## src/rtl/vmc_pkg.sv

```systemverilog
package vmc_pkg;

  typedef enum logic [1:0] {
    MODE_IDLE  = 2'd0,
    MODE_REC   = 2'd1,
    MODE_PLAY  = 2'd2,
    MODE_ERASE = 2'd3
  } vmc_mode_e;

  localparam int CODE_W = 4;
  localparam int SMP_W  = 8;
  localparam int BYTE_W = 2 * CODE_W;
  localparam logic [SMP_W-1:0] PWM_MID = 8'h80;

  // first code of a pair sits in the low nibble
  function automatic logic [BYTE_W-1:0] pack_pair(input logic [CODE_W-1:0] first,
                                                  input logic [CODE_W-1:0] second);
    return {second, first};
  endfunction

  function automatic logic [CODE_W-1:0] unpack_code(input logic [BYTE_W-1:0] b,
                                                    input logic upper);
    return upper ? b[BYTE_W-1:CODE_W] : b[CODE_W-1:0];
  endfunction

  function automatic int max_of(input int a, input int b);
    return (a > b) ? a : b;
  endfunction

endpackage

```

## src/rtl/vmc_frame_timer.sv

```systemverilog
module vmc_frame_timer #(
  parameter int FRAME_CYCLES = 1024,
  parameter int ADC_DIV      = 64,
  parameter int ADC_CLKS     = 14
) (
  input  logic clk,
  input  logic rst_n,
  input  logic restart,
  output logic frame_start,
  output logic dec_slot,
  output logic conv_done,
  output logic frame_end,
  output logic div_tick
);
  localparam int CONV = ADC_DIV * ADC_CLKS;
  localparam int FW   = $clog2(FRAME_CYCLES);

  logic [FW-1:0] fpos;
  logic          in_conv;

  always_ff @(posedge clk or negedge rst_n) begin
    if (!rst_n)                   fpos <= '0;
    else if (restart || frame_end) fpos <= '0;
    else                          fpos <= fpos + FW'(1);
  end

  assign frame_start = (fpos == '0);
  assign dec_slot    = (fpos == FW'(1));
  assign conv_done   = (fpos == FW'(CONV));
  assign frame_end   = (fpos == FW'(FRAME_CYCLES - 1));
  assign in_conv     = (fpos < FW'(CONV));

  generate
    if (ADC_DIV == 1) begin : g_nodiv
      assign div_tick = in_conv;
    end else begin : g_div
      localparam int DW = $clog2(ADC_DIV);
      logic [DW-1:0] dcnt;
      always_ff @(posedge clk or negedge rst_n) begin
        if (!rst_n)                         dcnt <= '0;
        else if (restart || frame_end)      dcnt <= '0;
        else if (dcnt == DW'(ADC_DIV - 1))  dcnt <= '0;
        else                                dcnt <= dcnt + DW'(1);
      end
      assign div_tick = in_conv && (dcnt == '0);
    end
  endgenerate

endmodule

```

## src/rtl/vmc_mode_fsm.sv

```systemverilog
module vmc_mode_fsm
  import vmc_pkg::*;
#(
  parameter int REC_FRAMES  = 65536,
  parameter int PLAY_FRAMES = 65536,
  parameter int LEN_W       = 17,
  parameter int CAP         = 65536
) (
  input  logic             clk,
  input  logic             rst_n,
  input  logic             btn_record,
  input  logic             btn_erase,
  input  logic             btn_play,
  input  logic             frame_end,
  input  logic [LEN_W-1:0] code_idx,
  input  logic [LEN_W-1:0] msg_len,
  output vmc_mode_e        mode,
  output logic             start_rec,
  output logic             start_play,
  output logic             rec_done,
  output logic             play_done
);
  localparam int MAXF = max_of(REC_FRAMES, PLAY_FRAMES);
  localparam int MFW  = $clog2(MAXF + 1);

  logic [2:0]     btn_q;
  logic [2:0]     rise;
  logic           idle;
  logic           start_erase;
  logic [MFW-1:0] mfr;
  vmc_mode_e      mode_nxt;

  always_ff @(posedge clk or negedge rst_n) begin
    if (!rst_n) btn_q <= '0;
    else        btn_q <= {btn_play, btn_erase, btn_record};
  end

  assign rise        = {btn_play, btn_erase, btn_record} & ~btn_q;
  assign idle        = (mode == MODE_IDLE);
  assign start_rec   = idle && rise[0];
  assign start_play  = idle && rise[2] && !rise[0];
  assign start_erase = idle && rise[1] && !rise[0] && !rise[2];

  always_ff @(posedge clk or negedge rst_n) begin
    if (!rst_n)                       mfr <= '0;
    else if (start_rec || start_play) mfr <= '0;
    else if (frame_end)               mfr <= mfr + MFW'(1);
  end

  assign rec_done  = (mode == MODE_REC) && frame_end &&
                     ((mfr == MFW'(REC_FRAMES - 1)) || (code_idx == LEN_W'(CAP)));
  assign play_done = (mode == MODE_PLAY) && frame_end &&
                     ((mfr == MFW'(PLAY_FRAMES - 1)) || (code_idx >= msg_len));

  always_comb begin
    mode_nxt = mode;
    unique case (mode)
      MODE_IDLE: begin
        if (start_rec)        mode_nxt = MODE_REC;
        else if (start_play)  mode_nxt = MODE_PLAY;
        else if (start_erase) mode_nxt = MODE_ERASE;
      end
      MODE_REC:   if (rec_done)  mode_nxt = MODE_IDLE;
      MODE_PLAY:  if (play_done) mode_nxt = MODE_IDLE;
      MODE_ERASE: mode_nxt = MODE_IDLE;
      default:    mode_nxt = MODE_IDLE;
    endcase
  end

  always_ff @(posedge clk or negedge rst_n) begin
    if (!rst_n) mode <= MODE_IDLE;
    else        mode <= mode_nxt;
  end

endmodule

```

## src/rtl/vmc_code_path.sv

```systemverilog
module vmc_code_path
  import vmc_pkg::*;
#(
  parameter int ADDR_W = 15,
  parameter int LEN_W  = 17,
  parameter int CAP    = 65536
) (
  input  logic              clk,
  input  logic              rst_n,
  input  vmc_mode_e         mode,
  input  logic              start_rec,
  input  logic              start_play,
  input  logic              rec_done,
  input  logic              frame_start,
  input  logic              dec_slot,
  input  logic              conv_done,
  input  logic [SMP_W-1:0]  adc_data,
  input  logic [CODE_W-1:0] enc_code,
  input  logic [BYTE_W-1:0] mem_rdata,
  input  logic [SMP_W-1:0]  dec_sample,
  output logic              enc_valid,
  output logic [SMP_W-1:0]  enc_sample,
  output logic              dec_valid,
  output logic [CODE_W-1:0] dec_code,
  output logic              mem_we,
  output logic              mem_re,
  output logic [ADDR_W-1:0] mem_addr,
  output logic [BYTE_W-1:0] mem_wdata,
  output logic [SMP_W-1:0]  pwm_cmp,
  output logic [LEN_W-1:0]  code_idx,
  output logic [LEN_W-1:0]  msg_len
);
  logic              in_rec, in_play, room, more, odd;
  logic [CODE_W-1:0] lo_hold;
  logic [BYTE_W-1:0] byte_hold;
  logic [ADDR_W-1:0] wr_addr;
  logic [ADDR_W-1:0] pair_addr;

  assign in_rec    = (mode == MODE_REC);
  assign in_play   = (mode == MODE_PLAY);
  assign room      = (code_idx < LEN_W'(CAP));
  assign more      = (code_idx < msg_len);
  assign odd       = code_idx[0];
  assign pair_addr = code_idx[ADDR_W:1];

  assign enc_valid  = in_rec && conv_done && room;
  assign enc_sample = adc_data;
  assign mem_re     = in_play && frame_start && more && !odd;
  assign dec_valid  = in_play && dec_slot && more;
  assign dec_code   = unpack_code(odd ? byte_hold : mem_rdata, odd);
  assign mem_addr   = in_play ? pair_addr : wr_addr;

  always_ff @(posedge clk or negedge rst_n) begin
    if (!rst_n) begin
      code_idx  <= '0;
      msg_len   <= '0;
      lo_hold   <= '0;
      byte_hold <= '0;
      mem_we    <= 1'b0;
      wr_addr   <= '0;
      mem_wdata <= '0;
      pwm_cmp   <= PWM_MID;
    end else begin
      mem_we <= 1'b0;
      if (start_rec) begin
        code_idx <= '0;
        msg_len  <= '0;
      end else if (start_play) begin
        code_idx <= '0;
      end else if (mode == MODE_ERASE) begin
        msg_len <= '0;
      end else if (enc_valid) begin
        if (!odd) begin
          lo_hold <= enc_code;
        end else begin
          mem_we    <= 1'b1;
          wr_addr   <= pair_addr;
          mem_wdata <= pack_pair(lo_hold, enc_code);
        end
        code_idx <= code_idx + LEN_W'(1);
      end else if (dec_valid) begin
        if (!odd) byte_hold <= mem_rdata;
        pwm_cmp  <= dec_sample;
        code_idx <= code_idx + LEN_W'(1);
      end else if (rec_done) begin
        msg_len <= code_idx;
        if (odd) begin
          mem_we    <= 1'b1;
          wr_addr   <= pair_addr;
          mem_wdata <= pack_pair(lo_hold, '0);
        end
      end
    end
  end

endmodule

```

## src/rtl/voice_mode_ctrl.sv

```systemverilog
module voice_mode_ctrl
  import vmc_pkg::*;
#(
  parameter int FRAME_CYCLES = 1024,
  parameter int ADC_DIV      = 64,
  parameter int ADC_CLKS     = 14,
  parameter int ADDR_W       = 15,
  parameter int REC_FRAMES   = 65536,
  parameter int PLAY_FRAMES  = 65536
) (
  input  logic              clk,
  input  logic              rst_n,
  input  logic              btn_record,
  input  logic              btn_erase,
  input  logic              btn_play,
  output logic [1:0]        mode,
  output logic              adc_start,
  output logic              adc_tick,
  input  logic [7:0]        adc_data,
  output logic              enc_valid,
  output logic [7:0]        enc_sample,
  input  logic [3:0]        enc_code,
  output logic              dec_valid,
  output logic [3:0]        dec_code,
  input  logic [7:0]        dec_sample,
  output logic              mem_we,
  output logic              mem_re,
  output logic [ADDR_W-1:0] mem_addr,
  output logic [7:0]        mem_wdata,
  input  logic [7:0]        mem_rdata,
  output logic [7:0]        pwm_cmp,
  output logic [ADDR_W+1:0] msg_len
);
  localparam int LEN_W = ADDR_W + 2;
  localparam int CAP   = 2 ** (ADDR_W + 1);

  vmc_mode_e        mode_q;
  logic             t_frame_start, t_dec_slot, t_conv_done, t_frame_end, t_div_tick;
  logic             start_rec, start_play, rec_done, play_done;
  logic [LEN_W-1:0] code_idx;

  vmc_frame_timer #(
    .FRAME_CYCLES(FRAME_CYCLES), .ADC_DIV(ADC_DIV), .ADC_CLKS(ADC_CLKS)
  ) u_timer (
    .clk(clk), .rst_n(rst_n), .restart(start_rec || start_play),
    .frame_start(t_frame_start), .dec_slot(t_dec_slot), .conv_done(t_conv_done),
    .frame_end(t_frame_end), .div_tick(t_div_tick)
  );

  vmc_mode_fsm #(
    .REC_FRAMES(REC_FRAMES), .PLAY_FRAMES(PLAY_FRAMES), .LEN_W(LEN_W), .CAP(CAP)
  ) u_fsm (
    .clk(clk), .rst_n(rst_n), .btn_record(btn_record), .btn_erase(btn_erase),
    .btn_play(btn_play), .frame_end(t_frame_end), .code_idx(code_idx), .msg_len(msg_len),
    .mode(mode_q), .start_rec(start_rec), .start_play(start_play),
    .rec_done(rec_done), .play_done(play_done)
  );

  vmc_code_path #(.ADDR_W(ADDR_W), .LEN_W(LEN_W), .CAP(CAP)) u_path (
    .clk(clk), .rst_n(rst_n), .mode(mode_q), .start_rec(start_rec),
    .start_play(start_play), .rec_done(rec_done), .frame_start(t_frame_start),
    .dec_slot(t_dec_slot), .conv_done(t_conv_done), .adc_data(adc_data),
    .enc_code(enc_code), .mem_rdata(mem_rdata), .dec_sample(dec_sample),
    .enc_valid(enc_valid), .enc_sample(enc_sample), .dec_valid(dec_valid),
    .dec_code(dec_code), .mem_we(mem_we), .mem_re(mem_re), .mem_addr(mem_addr),
    .mem_wdata(mem_wdata), .pwm_cmp(pwm_cmp), .code_idx(code_idx), .msg_len(msg_len)
  );

  assign mode      = mode_q;
  assign adc_start = (mode_q == MODE_REC) && t_frame_start;
  assign adc_tick  = (mode_q == MODE_REC) && t_div_tick;

endmodule

```

## config.mk

```make
export PLATFORM = sky130hd
export DESIGN_NAME = voice_mode_ctrl
export DESIGN_NICKNAME = d
export VERILOG_FILES = /design/src/rtl/vmc_pkg.sv /design/src/rtl/vmc_frame_timer.sv /design/src/rtl/vmc_mode_fsm.sv /design/src/rtl/vmc_code_path.sv /design/src/rtl/voice_mode_ctrl.sv
export SDC_FILE = /design/constraint.sdc
export NUM_CORES = 1
export LEC_CHECK = 0
export ABC_AREA = 1
export BUFFER_PORTS_ARGS = -buffer_cell sky130_fd_sc_hd__buf_2
export CAP_MARGIN = 20
export CORE_MARGIN = 4
export CORE_UTILIZATION = 40
export CTS_BUF_LIST = sky130_fd_sc_hd__clkbuf_16
export CTS_CLUSTER_SIZE = 40
export DETAILED_ROUTE_END_ITERATION = 7
export SYNTH_ARGS = -nofsm -noshare
export SYNTH_HDL_FRONTEND = slang
export SYNTH_HIERARCHICAL = 1
export SYNTH_SLANG_ARGS = --single-unit
```

## constraint.sdc

```tcl
create_clock -name clk -period 6.5 [get_ports clk]
set_input_delay 0.975 -clock clk [delete_from_list [all_inputs] [get_ports clk]]
set_output_delay 0.975 -clock clk [all_outputs]
set_load 0.02 [all_outputs]
```

# Word level (Yosys, flattened, before mapping)
# Index checks and enable logic that the tools add are counted.
# totals
ff_bits,116
latchBits,0
ram_bits,0
rom_bits,0
inputBits,33
out_inout_bits,68
word_cells,127
mem_count,0
# op_classes
addsub,4
n_mul,0
div,0
order_cmp,4
n_eq_ne,17
n_shift,0
muxes,41
bitwise_logic,7
n_reduce_logical,41
# ops
operator,n
$mux W17,13
$mux W15,5
$mux W8,6
$add A17 B1 Y17 const B,2
$eq A10 B10 Y1 const B,2
$logic_and A1 B1 Y1,20
$eq A17 B16 Y1 const B,1
$eq A17 B17 Y1 const B,1
$ge A17 B17 Y1,1
$lt A17 B17 Y1,1
$lt A17 B17 Y1 const B,1
$reduce_and A5 Y1,3
$mux W6,2
$add A10 B1 Y10 const B,1
$eq A10 B1 Y1 const B,1
$logic_not A10 Y1,1
$lt A10 B10 Y1 const B,1
$mux W10,1
$mux W2,5
$ne A3 B1 Y1 const B,3
$pmux W2 S4,1
$mux W1,7
$add A6 B1 Y6 const B,1
$eq A6 B6 Y1 const B,1
other kinds (20),33

# Depth between registers and ports, before layout
# Gate-level depths: netlist (run 1).
# logic_depth
ltp_word,9
depth_mapped,18
mapped_depth_nobuf,17

# Hierarchy
# The synthesis (run 1) kept the hierarchy.
# by_module_without_submodules
module,n_inst,cells_per_inst,area_per_inst_um2,seq_area_each_um2
vmc_code_path,1,570,4346.7,1853.0
vmc_mode_fsm,1,273,1858.0,550.5
vmc_frame_timer,1,120,952.2,400.4
voice_mode_ctrl,1,7,28.8,0.0

# Worst setup path before layout (run 1)
# Ideal clock, no wire load.
# synth_timing
path_kind,reg2out
startpoint,register u_path.msg_len[16]
endpoint,output mem_re
arrival_ns,1.818
required_ns,5.525
slack_ns,3.707
path_stages_with_launch,9
path_buffers,0
cell_sequence,dfrtp_1 -> inv_1 -> ha_1 -> a21o_1 -> nor2_1 -> nand2_1 -> nor2_4 -> nand2_1 -> nor3_1
# synth_between
elab_chain_cells,3
# synth_lines
item,line_no,source
start: declaration,vmc_code_path.sv:31,output logic [LEN_W-1:0] msg_len
start signal: assignment,vmc_code_path.sv:86,msg_len <= code_idx;
$lt A17 B17 Y1,vmc_code_path.sv:42,assign more = (code_idx < msg_len);
$logic_and A1 B1 Y1 (2 in series),vmc_code_path.sv:48,assign mem_re = in_play && frame_start && more && !odd;
end: declaration,voice_mode_ctrl.sv:27,"output logic mem_re,"
# No other way between the ends.

# Worst setup path after layout (run 1)
# layout_timing
startpoint,register u_path.code_idx[16]
endpoint,output mem_re
# layout_between
elab_chain_cells,3
# layout_lines
item,line_no,source
start: declaration,vmc_code_path.sv:30,"output logic [LEN_W-1:0] code_idx,"
start signal: assignment,vmc_code_path.sv:80,code_idx <= code_idx + LEN_W'(1);
start signal: assignment,vmc_code_path.sv:84,code_idx <= code_idx + LEN_W'(1);
$lt A17 B17 Y1,vmc_code_path.sv:42,
$logic_and A1 B1 Y1 (2 in series),vmc_code_path.sv:48,
# No other way between the ends.

==> results of run 1 <==
[power by group]
part           internal (W)  switching, W  total [W]
logic              0.000375      0.000778    0.00115
registers          0.000791      0.000134   0.000925
clock network      0.000299      0.000260   0.000560
[metrics by stage]
stage | setup WS [ns] | hold WS [ns] | cell area, um^2 | instances | util [%]
after floorplan | 3.71 | 0.442 | 7180 | 969 | -
after global placement | 3.16 | 0.462 | 7680 | 1243 | 44.1
after detailed placement | 3.10 | 0.467 | 7680 | 1243 | 44.1
after CTS | 3.03 | 0.481 | 7980 | 1259 | 45.8
after global routing | 2.66 | 0.512 | 7980 | 1259 | 45.8
final | 3.03 | 0.481 | 7980 | 1259 | 45.8
[routing by layer]
layer | vias up | wire length (um) | track usage (%)
li1 | 3215 | - | -
met1 | 2932 | 8440 | 25.7
met2 | 145 | 8660 | 30.5
met3 | 19 | 774 | 3.19
met4 | 0 | 292 | 4.75
met5 | - | 0 | 0
[area by class of cell]
cell class / count / area (um^2) / area share, %
clock buffer: 9 / 225 / 2.82
clock inverter: 7 / 73.8 / 0.925
inverter: 133 / 507 / 6.35
multi-input combinational: 686 / 3640 / 45.6
sequential: 112 / 2800 / 35.2
tap: 225 / 282 / 3.53
timing repair buffer: 87 / 445 / 5.58
[flip-flops by register name (all words and copies together) (netlist names)]
register,cells
u_path/pwm_cmp,8
u_path/msg_len,17
u_path/code_idx,17
u_path/lo_hold,4
u_path/byte_hold,4
u_timer/g_div.dcnt,6
u_fsm/mfr,17
u_path/mem_we,1
u_timer/fpos,10
u_fsm/btn_q,3
u_fsm/mode,2
u_path/mem_wdata,8
u_path/wr_addr,15
[cells in the final DEF, fill, tap and decap left out, types with 9 or more instances in the layout]
| master | n |
|---|---|
| a21oi_1 | 19 |
| nor3_1 | 41 |
| xor2_1 | 14 |
| nand2_1 | 277 |
| ha_1 | 41 |
| nor2_1 | 76 |
| clkbuf_16 | 9 |
| nand4_1 | 25 |
| buf_2 | 83 |
| inv_1 | 126 |
| nand3_1 | 51 |
| nor4_1 | 9 |
| o21ai_0 | 67 |
| dfrtp_1 | 111 |
| nor2_2 | 14 |
| nand2_2 | 9 |
[worst paths after layout]
path                                            end  slack, ns  cells past startpoint
worst max-delay path                         mem_re       3.03                      8
worst min register to register  u_path/mem_wdata[1]       0.48                      2
worst min-delay path            u_path/mem_wdata[1]       0.48                      2
worst max register to register    u_path/wr_addr[5]       3.11                     12
min in group asynchronous              u_fsm/mfr[5]       0.65                      1
max in group asynchronous         u_path/msg_len[6]       4.63                      2
[critical path, cell delays in order (launching register included)]
cell	delay, ns
dfrtp_1	0.58
ha_1	0.32
a21o_1	0.18
nor2_1	0.13
nand2_1	0.16
nor2_4	0.17
nand2_1	0.07
nor3_1	0.28
buf_2	0.24
==> run summary, run 1 <==
Die
• 101 — # IOs
• 142 um — DIE HEIGHT
• 0.0202 mm^2 — Die Area
• 48 — number of core rows
• 142 um — Die X
• 41.2% — initial cell density of the core
• 0.0174 mm^2 — Core ar.

Layout
• 15.5% — layout cells sized above 1
• 11.1% — synthesis-to-layout area growth
• 1853 — filler cell count
• 0 — number of diodes added for antenna fixing
• 1103 — # nets final

Worst setup path
• 2.50 ns — data arrival time of the critical path
• register — crit start category
• 5.52 ns — data required time at the worst endpoint
• reg -> out — worst setup path category
• 8 — largest fanout of any net on the critical path
• u_timer/fpos[0] — startpoint of the worst-slack reg-to-reg timing path
• primary output — Worst setup EP type
• u_path/code_idx[16] — CP Launch Point

Yosys
• 969 — number of standard cells after synthesis
• 0.00718 mm^2 — Post-Syn Area
• 6 — Yosys warnings
• 1043 — Post-Syn Nets
• 7.41 um^2 — synthesized area per cell

Power
• 331 mW/mm^2 — power per unit of standard cell area
• 0.198 mV — maximum vdd ir drop
• 0.00264 W — Power Total
• 4.06 nW — static leakage

Route
• 14.4 um — routed length per placed instance
• 18.2 mm — wire length reported by the detailed router
• 5.01 — vias per std cell
• 6311 — total number of vias
• 538 — iteration-0 DRC count of the detailed router
• 0 — # DRC
• 5 — number of detailed-routing iterations run before antenna repair
• 0 — number of nets with antenna violations after detailed routing

Clocking
• built — TritonCTS clock tree
• 0 — CTS hold repair buffers
• 9 — clock buffers created by TritonCTS
• 0 — count of buffers added by post-CTS timing repair for setup
• 3 — H-tree levels
• 2 — largest buffer count on any clock path
• clkbuf_16 — clock tree root buffer cell
• 0 — number of cells upsized or downsized after cts
• 0.08 ns — clock-pin transition on the worst setup and hold timing paths
• 0.35 ns — clock latency on the worst-skew pair
• 112 — # clock sinks

Run
• 0 — count of maximum capacitance violations

STA
• 0.978 ns — Slew @ Worst Pin
• 0 — count of final hold-check violations
• no — RSZ-0062 raised after global routing
• 0.00849 ns — clock skew
• 53.4% — final worst path period share
• 0 ns — setup total negative slack
• 0 — number of setup violations in the final report
• 288 MHz — upper clock frequency limit
• 3.47 ns — Min Clock Period, post-route
• 0 — pins over their slew limit
• 34.6% — max_slew headroom

Worst hold path
• reg -> reg — path category of the worst min-delay check
• u_path/lo_hold[1] — Hold Crit Start

Placed design
• 13.4 mm — final HPWL from detailed placement
• 84 — number of port buffers
• 0.874 — Routability Congestion

Outcome
• completed — run status

GRT
• 0 — initial antenna violation count
• 60 — maximum number of pins on one net before global-route repair
• 18.6% — total routing usage reported by global routing
• 6140 — via count of the first global-routing pass
• 30.6 mm — first-pass GRT wire length
• 0 — Congestion Overflow GR

Note: power is estimated with default switching activity, not from simulation.
==> run 2, diff against run 1 <==
==> constraint.sdc (replaced) <==
create_clock -name clk -period 2.8 [get_ports clk]
set_input_delay 0.42 -clock clk [delete_from_list [all_inputs] [get_ports clk]]
set_output_delay 0.42 -clock clk [all_outputs]
set_load 0.02 [all_outputs]
==> run summary, run 2 (synthesized netlist as in run 1, its figures left out) <==
Power
• 0.00611 W — Power Total, +130%
• 729 mW/mm^2 — power per unit of standard cell area, +120%
• 4.30 nW — static leakage, +6.0%
• 0.394 mV — maximum vdd ir drop, +100%

Worst setup path
• 8 — largest fanout of any net on the critical path, unchanged
• u_fsm/mfr[1] — startpoint of the worst-slack reg-to-reg timing path
• 0.22 ns — reg-to-reg setup timing slack, -2.89 ns
• 2.38 ns — data required time at the worst endpoint, -3.14 ns
• 0.56 ns — CP peak stage delay, -0.02 ns
• reg -> out — worst setup path category
• dfrtp_1 — cell with the biggest individual delay on the critical path
• primary output — Worst setup EP type
• 1 — count of buffering cells on the critical path with inverters included, unchanged
• ha_1, nand2_1, a21oi_1, nor2_1, nand2_1, nand2_1, nand2_1, nor3_4, buf_2 — cell breakdown of the critical path
• 2.22 ns — data arrival time of the critical path, -0.28 ns
• u_path/wr_addr[14] — endpoint of the worst register-to-register path
• nand2_1 — Critical Path Most Common Cell
• simple AND/OR/NAND/NOR gates — crit-path leading delay family
• 16 — number of cell instances on the worst register-to-register path, +4
• register — crit start category

STA
• 0 — count of final hold-check violations, unchanged
• 2.64 ns — Min Clock Period, post-route
• 0.729 ns — Slew @ Worst Pin, -0.249 ns
• 94.3% — final worst path period share
• no — RSZ-0062 raised after global routing
• 0 ns — setup total negative slack, unchanged
• 51.4% — max_slew headroom, +17 points
• 0.00893 ns — clock skew, +0.000440 ns
• 0 — pins over their slew limit, unchanged
• 379 MHz — upper clock frequency limit
• 0 — number of setup violations in the final report, unchanged

Route
• 14.7 um — routed length per placed instance, +1.9%
• 5.02 — vias per std cell, about the same
• 7 — number of detailed-routing iterations run before antenna repair, +2
• 0 — # DRC, unchanged
• 6486 — total number of vias, +2.8%
• 445 — iteration-0 DRC count of the detailed router, -17%
• 0 — number of nets with antenna violations after detailed routing, unchanged
• 19.0 mm — wire length reported by the detailed router, +4.7%

Die
• 48 — number of core rows, unchanged
• 101 — # IOs, unchanged
• 41.2% — initial cell density of the core, unchanged
• 0.0202 mm^2 — Die Area, unchanged
• 142 um — DIE HEIGHT, unchanged
• 0.0174 mm^2 — Core ar., unchanged
• 142 um — Die X, unchanged

Worst hold path
• in -> async — path category of the worst min-delay check

Clocking
• 3 — H-tree levels, unchanged
• 112 — # clock sinks, unchanged
• 0.08 ns — clock-pin transition on the worst setup and hold timing paths, about the same
• 9 — clock buffers created by TritonCTS, unchanged
• 2 — largest buffer count on any clock path, unchanged
• 0.36 ns — clock latency on the worst-skew pair, about the same
• built — TritonCTS clock tree
• clkbuf_16 — clock tree root buffer cell

Outcome
• completed — run status

Layout
• 275 x nand2_1, 124 x inv_1, 110 x dfrtp_1 — most frequent cells in the layout
• 0 — number of diodes added for antenna fixing, unchanged
• 19.4% — layout cells sized above 1, +3.9 points
• 0.00374 mm^2 — Multi-input gate area, +2.7%
• nand2_1 — most common library cell in the layout ignoring fill and taps
• 1137 — # nets final, +3.1%
• 1752 — filler cell count, -5.5%
• 0.00281 mm^2 — area taken by flip-flops and latches, about the same
• 48.2% — utilization after layout, +2.4 points
• 16.8% — synthesis-to-layout area growth
• 0.00839 mm^2 — Layout Cell Area excl Fill, +5.2%
• u_fsm/mfr (17), u_path/code_idx (17), u_path/msg_len (17) — biggest registers after layout

GRT
• 30.7 mm — first-pass GRT wire length, +0.40%
• 18.7% — total routing usage reported by global routing, +0.091 points
• 6012 — via count of the first global-routing pass, -2.1%
• 0 — Congestion Overflow GR, unchanged
• 48 — maximum number of pins on one net before global-route repair, -20%
• 0 — initial antenna violation count, unchanged

Placed design
• 0.865 — Routability Congestion, -0.96%
• 84 — number of port buffers, unchanged
• 13.7 mm — final HPWL from detailed placement, +2.0%
• 0.00782 mm^2 — instance area at placement, +1.9%

Run
• 0 — count of maximum capacitance violations, unchanged

-- run 2: how the worst max path moves through the flow --
stage | start | depth (start not counted) | to
after floorplan | u_timer/fpos[0] | 13 | u_path/msg_len[10]
after global placement | u_fsm/mfr[0] | 15 | u_path/msg_len[14]
after detailed placement | u_fsm/mfr[0] | 15 | u_path/msg_len[5]
after CTS | u_path/code_idx[8] | 8 | mem_re
after global routing | u_fsm/mfr[3] | 15 | u_path/wr_addr[14]
final | u_path/code_idx[7] | 9 | mem_re
-- run 2: power breakdown --
part	total [W]	internal, W	switching (W)
Sequential	0.00212	0.00184	0.000282
Clock	0.00121	0.000597	0.000613
Combinational	0.00278	0.000923	0.00186
Total	0.00611	0.00336	0.00276
-- run 2: cell type report --
cell class / count / area share [%]
multi-input cells: 686 / 44.6
flip-flops and latches: 112 / 33.4
repair buffers: 121 / 9.41
inverters: 133 / 6.07
well taps: 225 / 3.36
clock buffers: 9 / 2.68
clock inverters: 7 / 0.462
-- run 2: through the flow --
stage / std cells / setup slack (ns) / hold slack [ns]
final: 1293 / 0.161 / 0.0737
after global routing: 1293 / 0.0124 / 0.108
after CTS: 1275 / 0.00129 / 0.0905
after detailed placement: 1259 / 0.146 / 0.464
after global placement: 1259 / 0.197 / 0.456
after floorplan: 969 / 0.387 / 0.124
-- run 2: timing repair --
action                                  in CTS  in global routing
resized for setup                            0                 27
buffers inserted                             0                 12
endpoints found under the setup margin       0                 43
hold endpoints to repair                     0                  0
hold buffers                                 0                  0
-- run 2: per-layer routing --
| metal | up-vias | part of all wire [%] | track usage, % |
|---|---|---|---|
| li1 | 3301 | - | - |
| met1 | 3046 | 47 | 25.3 |
| met2 | 116 | 49 | 31.3 |
| met3 | 23 | 3.3 | 2.86 |
| met4 | 0 | 1.5 | 5.35 |
| met5 | - | 0 | 0 |
==> run 3, diff against run 2 <==
--- a/config.mk
+++ b/config.mk
@@ -8,11 +8,10 @@
 export ABC_AREA = 1
 export BUFFER_PORTS_ARGS = -buffer_cell sky130_fd_sc_hd__buf_2
 export CAP_MARGIN = 20
-export CORE_MARGIN = 4
-export CORE_UTILIZATION = 40
+export CORE_UTILIZATION = 45
 export CTS_BUF_LIST = sky130_fd_sc_hd__clkbuf_16
-export CTS_CLUSTER_SIZE = 40
 export DETAILED_ROUTE_END_ITERATION = 7
+export PLACE_DENSITY = 0.68
 export SYNTH_ARGS = -nofsm -noshare
 export SYNTH_HDL_FRONTEND = slang
 export SYNTH_HIERARCHICAL = 1
==> run summary, run 3 (synthesized netlist as in run 1, its figures left out) <==
GRT
• 29.5 mm — first-pass GRT wire length, -4.2%
• 0 — initial antenna violation count, unchanged
• 5992 — via count of the first global-routing pass, -0.33%
• 22.7% — total routing usage reported by global routing, +4.0 points
• 41 — maximum number of pins on one net before global-route repair, -15%
• 0 — Congestion Overflow GR, unchanged

Die
• 128 um — DIE HEIGHT, -9.6%
• 0.0154 mm^2 — Core ar., -12%
• 46.7% — initial cell density of the core, +5.5 points
• 45 — number of core rows, -6.3%
• 128 um — Die X, -9.6%
• 101 — # IOs, unchanged
• 0.0165 mm^2 — Die Area, -18%

STA
• 378 MHz — upper clock frequency limit, -0.20%
• 0 — pins over their slew limit, unchanged
• 0.720 ns — Slew @ Worst Pin, -0.00883 ns
• 0.00993 ns — clock skew, +0.000999 ns
• 0 — count of final hold-check violations, unchanged
• 94.4% — final worst path period share, +0.19 points
• 0 — number of setup violations in the final report, unchanged
• 51.9% — max_slew headroom, +0.59 points
• 2.64 ns — Min Clock Period, post-route, +0.00522 ns

Placed design
• 84 — number of port buffers, unchanged
• 0.913 — Routability Congestion, +5.4%
• 13.3 mm — final HPWL from detailed placement, -3.1%
• 1245 — # placed instances, -1.1%
• 0.00779 mm^2 — instance area at placement, -0.38%

Power
• 44.8% — combinational cell fraction of total power, -0.7 points
• 4.31 nW — static leakage, +0.22%
• 0.460 mV — maximum vdd ir drop, +17%
• 34.5% — part of the power in registers, -0.2 points
• 0.00345 W — Cell Int Power, +2.8%
• 737 mW/mm^2 — power per unit of standard cell area, +1.1%
• 44.2% — Switching Fraction, -0.89 points
• 20.7% — clock network fraction of total power, +0.9 points
• 0.00273 W — net switching power, -0.83%

Clocking
• 3 — H-tree levels, unchanged
• 9 — clock buffers created by TritonCTS, unchanged
• clkbuf_16 — clock tree root buffer cell
• 0.07 ns — clock-pin transition on the worst setup and hold timing paths, about the same
• 112 — # clock sinks, unchanged
• 0.36 ns — clock latency on the worst-skew pair, about the same
• built — TritonCTS clock tree
• 2 — largest buffer count on any clock path, unchanged

Layout
• 0.00840 mm^2 — Layout Cell Area excl Fill, +0.12%
• 19.5% — layout cells sized above 1, +0.073 points
• 54.6% — utilization after layout, +6.5 points
• 1133 — # nets final, -0.35%
• 0 — number of diodes added for antenna fixing, unchanged
• 16.9% — synthesis-to-layout area growth
• u_fsm/mfr (17), u_path/code_idx (17), u_path/msg_len (17) — biggest registers after layout
• nand2_1 — most common library cell in the layout ignoring fill and taps
• 1275 — final std cells w/o fill, -1.4%
• 274 x nand2_1, 122 x inv_1, 110 x dfrtp_1 — most frequent cells in the layout

Worst setup path
• register — Worst setup EP type
• 3.03 ns — data required time at the worst endpoint, +0.65 ns
• u_fsm/mfr[1] — startpoint of the worst-slack reg-to-reg timing path
• register — crit start category
• 10 — largest fanout of any net on the critical path, +2
• nand2_4 — Critical Path Most Common Cell
• dfrtp_1 — cell with the biggest individual delay on the critical path
• reg -> reg — worst setup path category
• simple AND/OR/NAND/NOR gates — crit-path leading delay family
• 0.16 ns — reg-to-reg setup timing slack, -0.06 ns
• 16 — number of cell instances on the worst register-to-register path, unchanged
• ha_4, nand2_4, nor2_4, nand3_4, nor4_4, ha_2, inv_1, nand2_2, nand2_4, nor3_4, inv_2, a211oi_4, nand2_4, clkbuf_16, nand2_1, o21ai_0 — cell breakdown of the critical path
• u_path/wr_addr[1] — endpoint of the worst register-to-register path
• 3 — count of buffering cells on the critical path with inverters included, +2
• 2.88 ns — data arrival time of the critical path, +0.66 ns
• 0.40 ns — CP peak stage delay, -0.16 ns

Route
• 5 — number of detailed-routing iterations run before antenna repair, -2
• 5.17 — vias per std cell, +3.0%
• 427 — iteration-0 DRC count of the detailed router, -4.0%
• 6586 — total number of vias, +1.5%
• 14.6 um — routed length per placed instance, -0.67%
• 0 — number of nets with antenna violations after detailed routing, unchanged
• 0 — # DRC, unchanged
• 18.6 mm — wire length reported by the detailed router, -2.1%

Worst hold path
• in -> async — path category of the worst min-delay check

Run
• 0 — count of maximum capacitance violations, unchanged

Outcome
• completed — run status

-- run 3: worst max path at each step --
| stage | from | to | slack (ns) | cells after the start |
|---|---|---|---|---|
| 3_5_place_dp | u_fsm/mfr[0] | u_path/wr_addr[5] | 0.14 | 16 |
| 3_3_place_gp | u_fsm/mfr[0] | u_path/mem_wdata[2] | 0.17 | 17 |
| 6_report | u_fsm/mfr[1] | u_path/wr_addr[1] | 0.16 | 16 |
| 4_1_cts | u_path/code_idx[10] | mem_re | 0.03 | 11 |
| 5_1_grt | u_fsm/mfr[1] | u_path/wr_addr[4] | -0.02 | 16 |
| 2_1_floorplan | u_timer/fpos[0] | u_path/msg_len[10] | 0.39 | 13 |
-- run 3: power by group through the flow --
stage / clock network, W / logic [W] / registers (W)
4_1_cts: 0.00131 / 0.00272 / 0.00213
3_3_place_gp: 0 / 0.00267 / 0.00216
2_1_floorplan: 0 / 0.00194 / 0.00218
5_1_grt: 0.00137 / 0.00312 / 0.00217
3_5_place_dp: 0 / 0.00271 / 0.00216
6_report: 0.00128 / 0.00277 / 0.00213
-- run 3: worst reg2reg max path: cells and delay by family (launching register included) --
kind            cells  cell delay (ns)
buf+inv             3             0.35
simple gates        9             1.05
flops               1             0.40
compound gates      2             0.34
fa+ha+maj           2             0.39
-- run 3: metal layers --
layer  up-vias  part of all wire [%]  global-route usage [%]
met5         -                     0                       0
met3        20                   4.2                    3.33
li1       3290                     -                       -
met4         0                   1.5                    6.71
met1      3119                    45                    30.0
met2       157                    49                    38.7
-- run 3: area by class of cell --
cell class	count	area, um^2
multi-input combinational	687	3790
fill	1488	6970
clock inverter	7	63.8
clock buffer	9	225
tap	211	264
timing repair buffer	116	744
sequential	112	2810
inverter	133	507
-- run 3: what timing repair did --
| item | 4_1_cts | 5_1_grt |
|---|---|---|
| hold buffers | 0 | 0 |
| setup endpoints to repair | 0 | 43 |
| setup buffers | 0 | 9 |
| gates resized for setup | 0 | 40 |
-- run 3: through the flow --
stage                     hold WS [ns]  setup slack [ns]  TNS, ns  power, W
after floorplan                  0.124             0.387        0   0.00411
final                           0.0392             0.155        0   0.00619
after global placement           0.446             0.168        0   0.00483
after CTS                       0.0628            0.0276        0   0.00616
after detailed placement         0.446             0.135        0   0.00487
after global routing            0.0806           -0.0227  -0.0357   0.00665
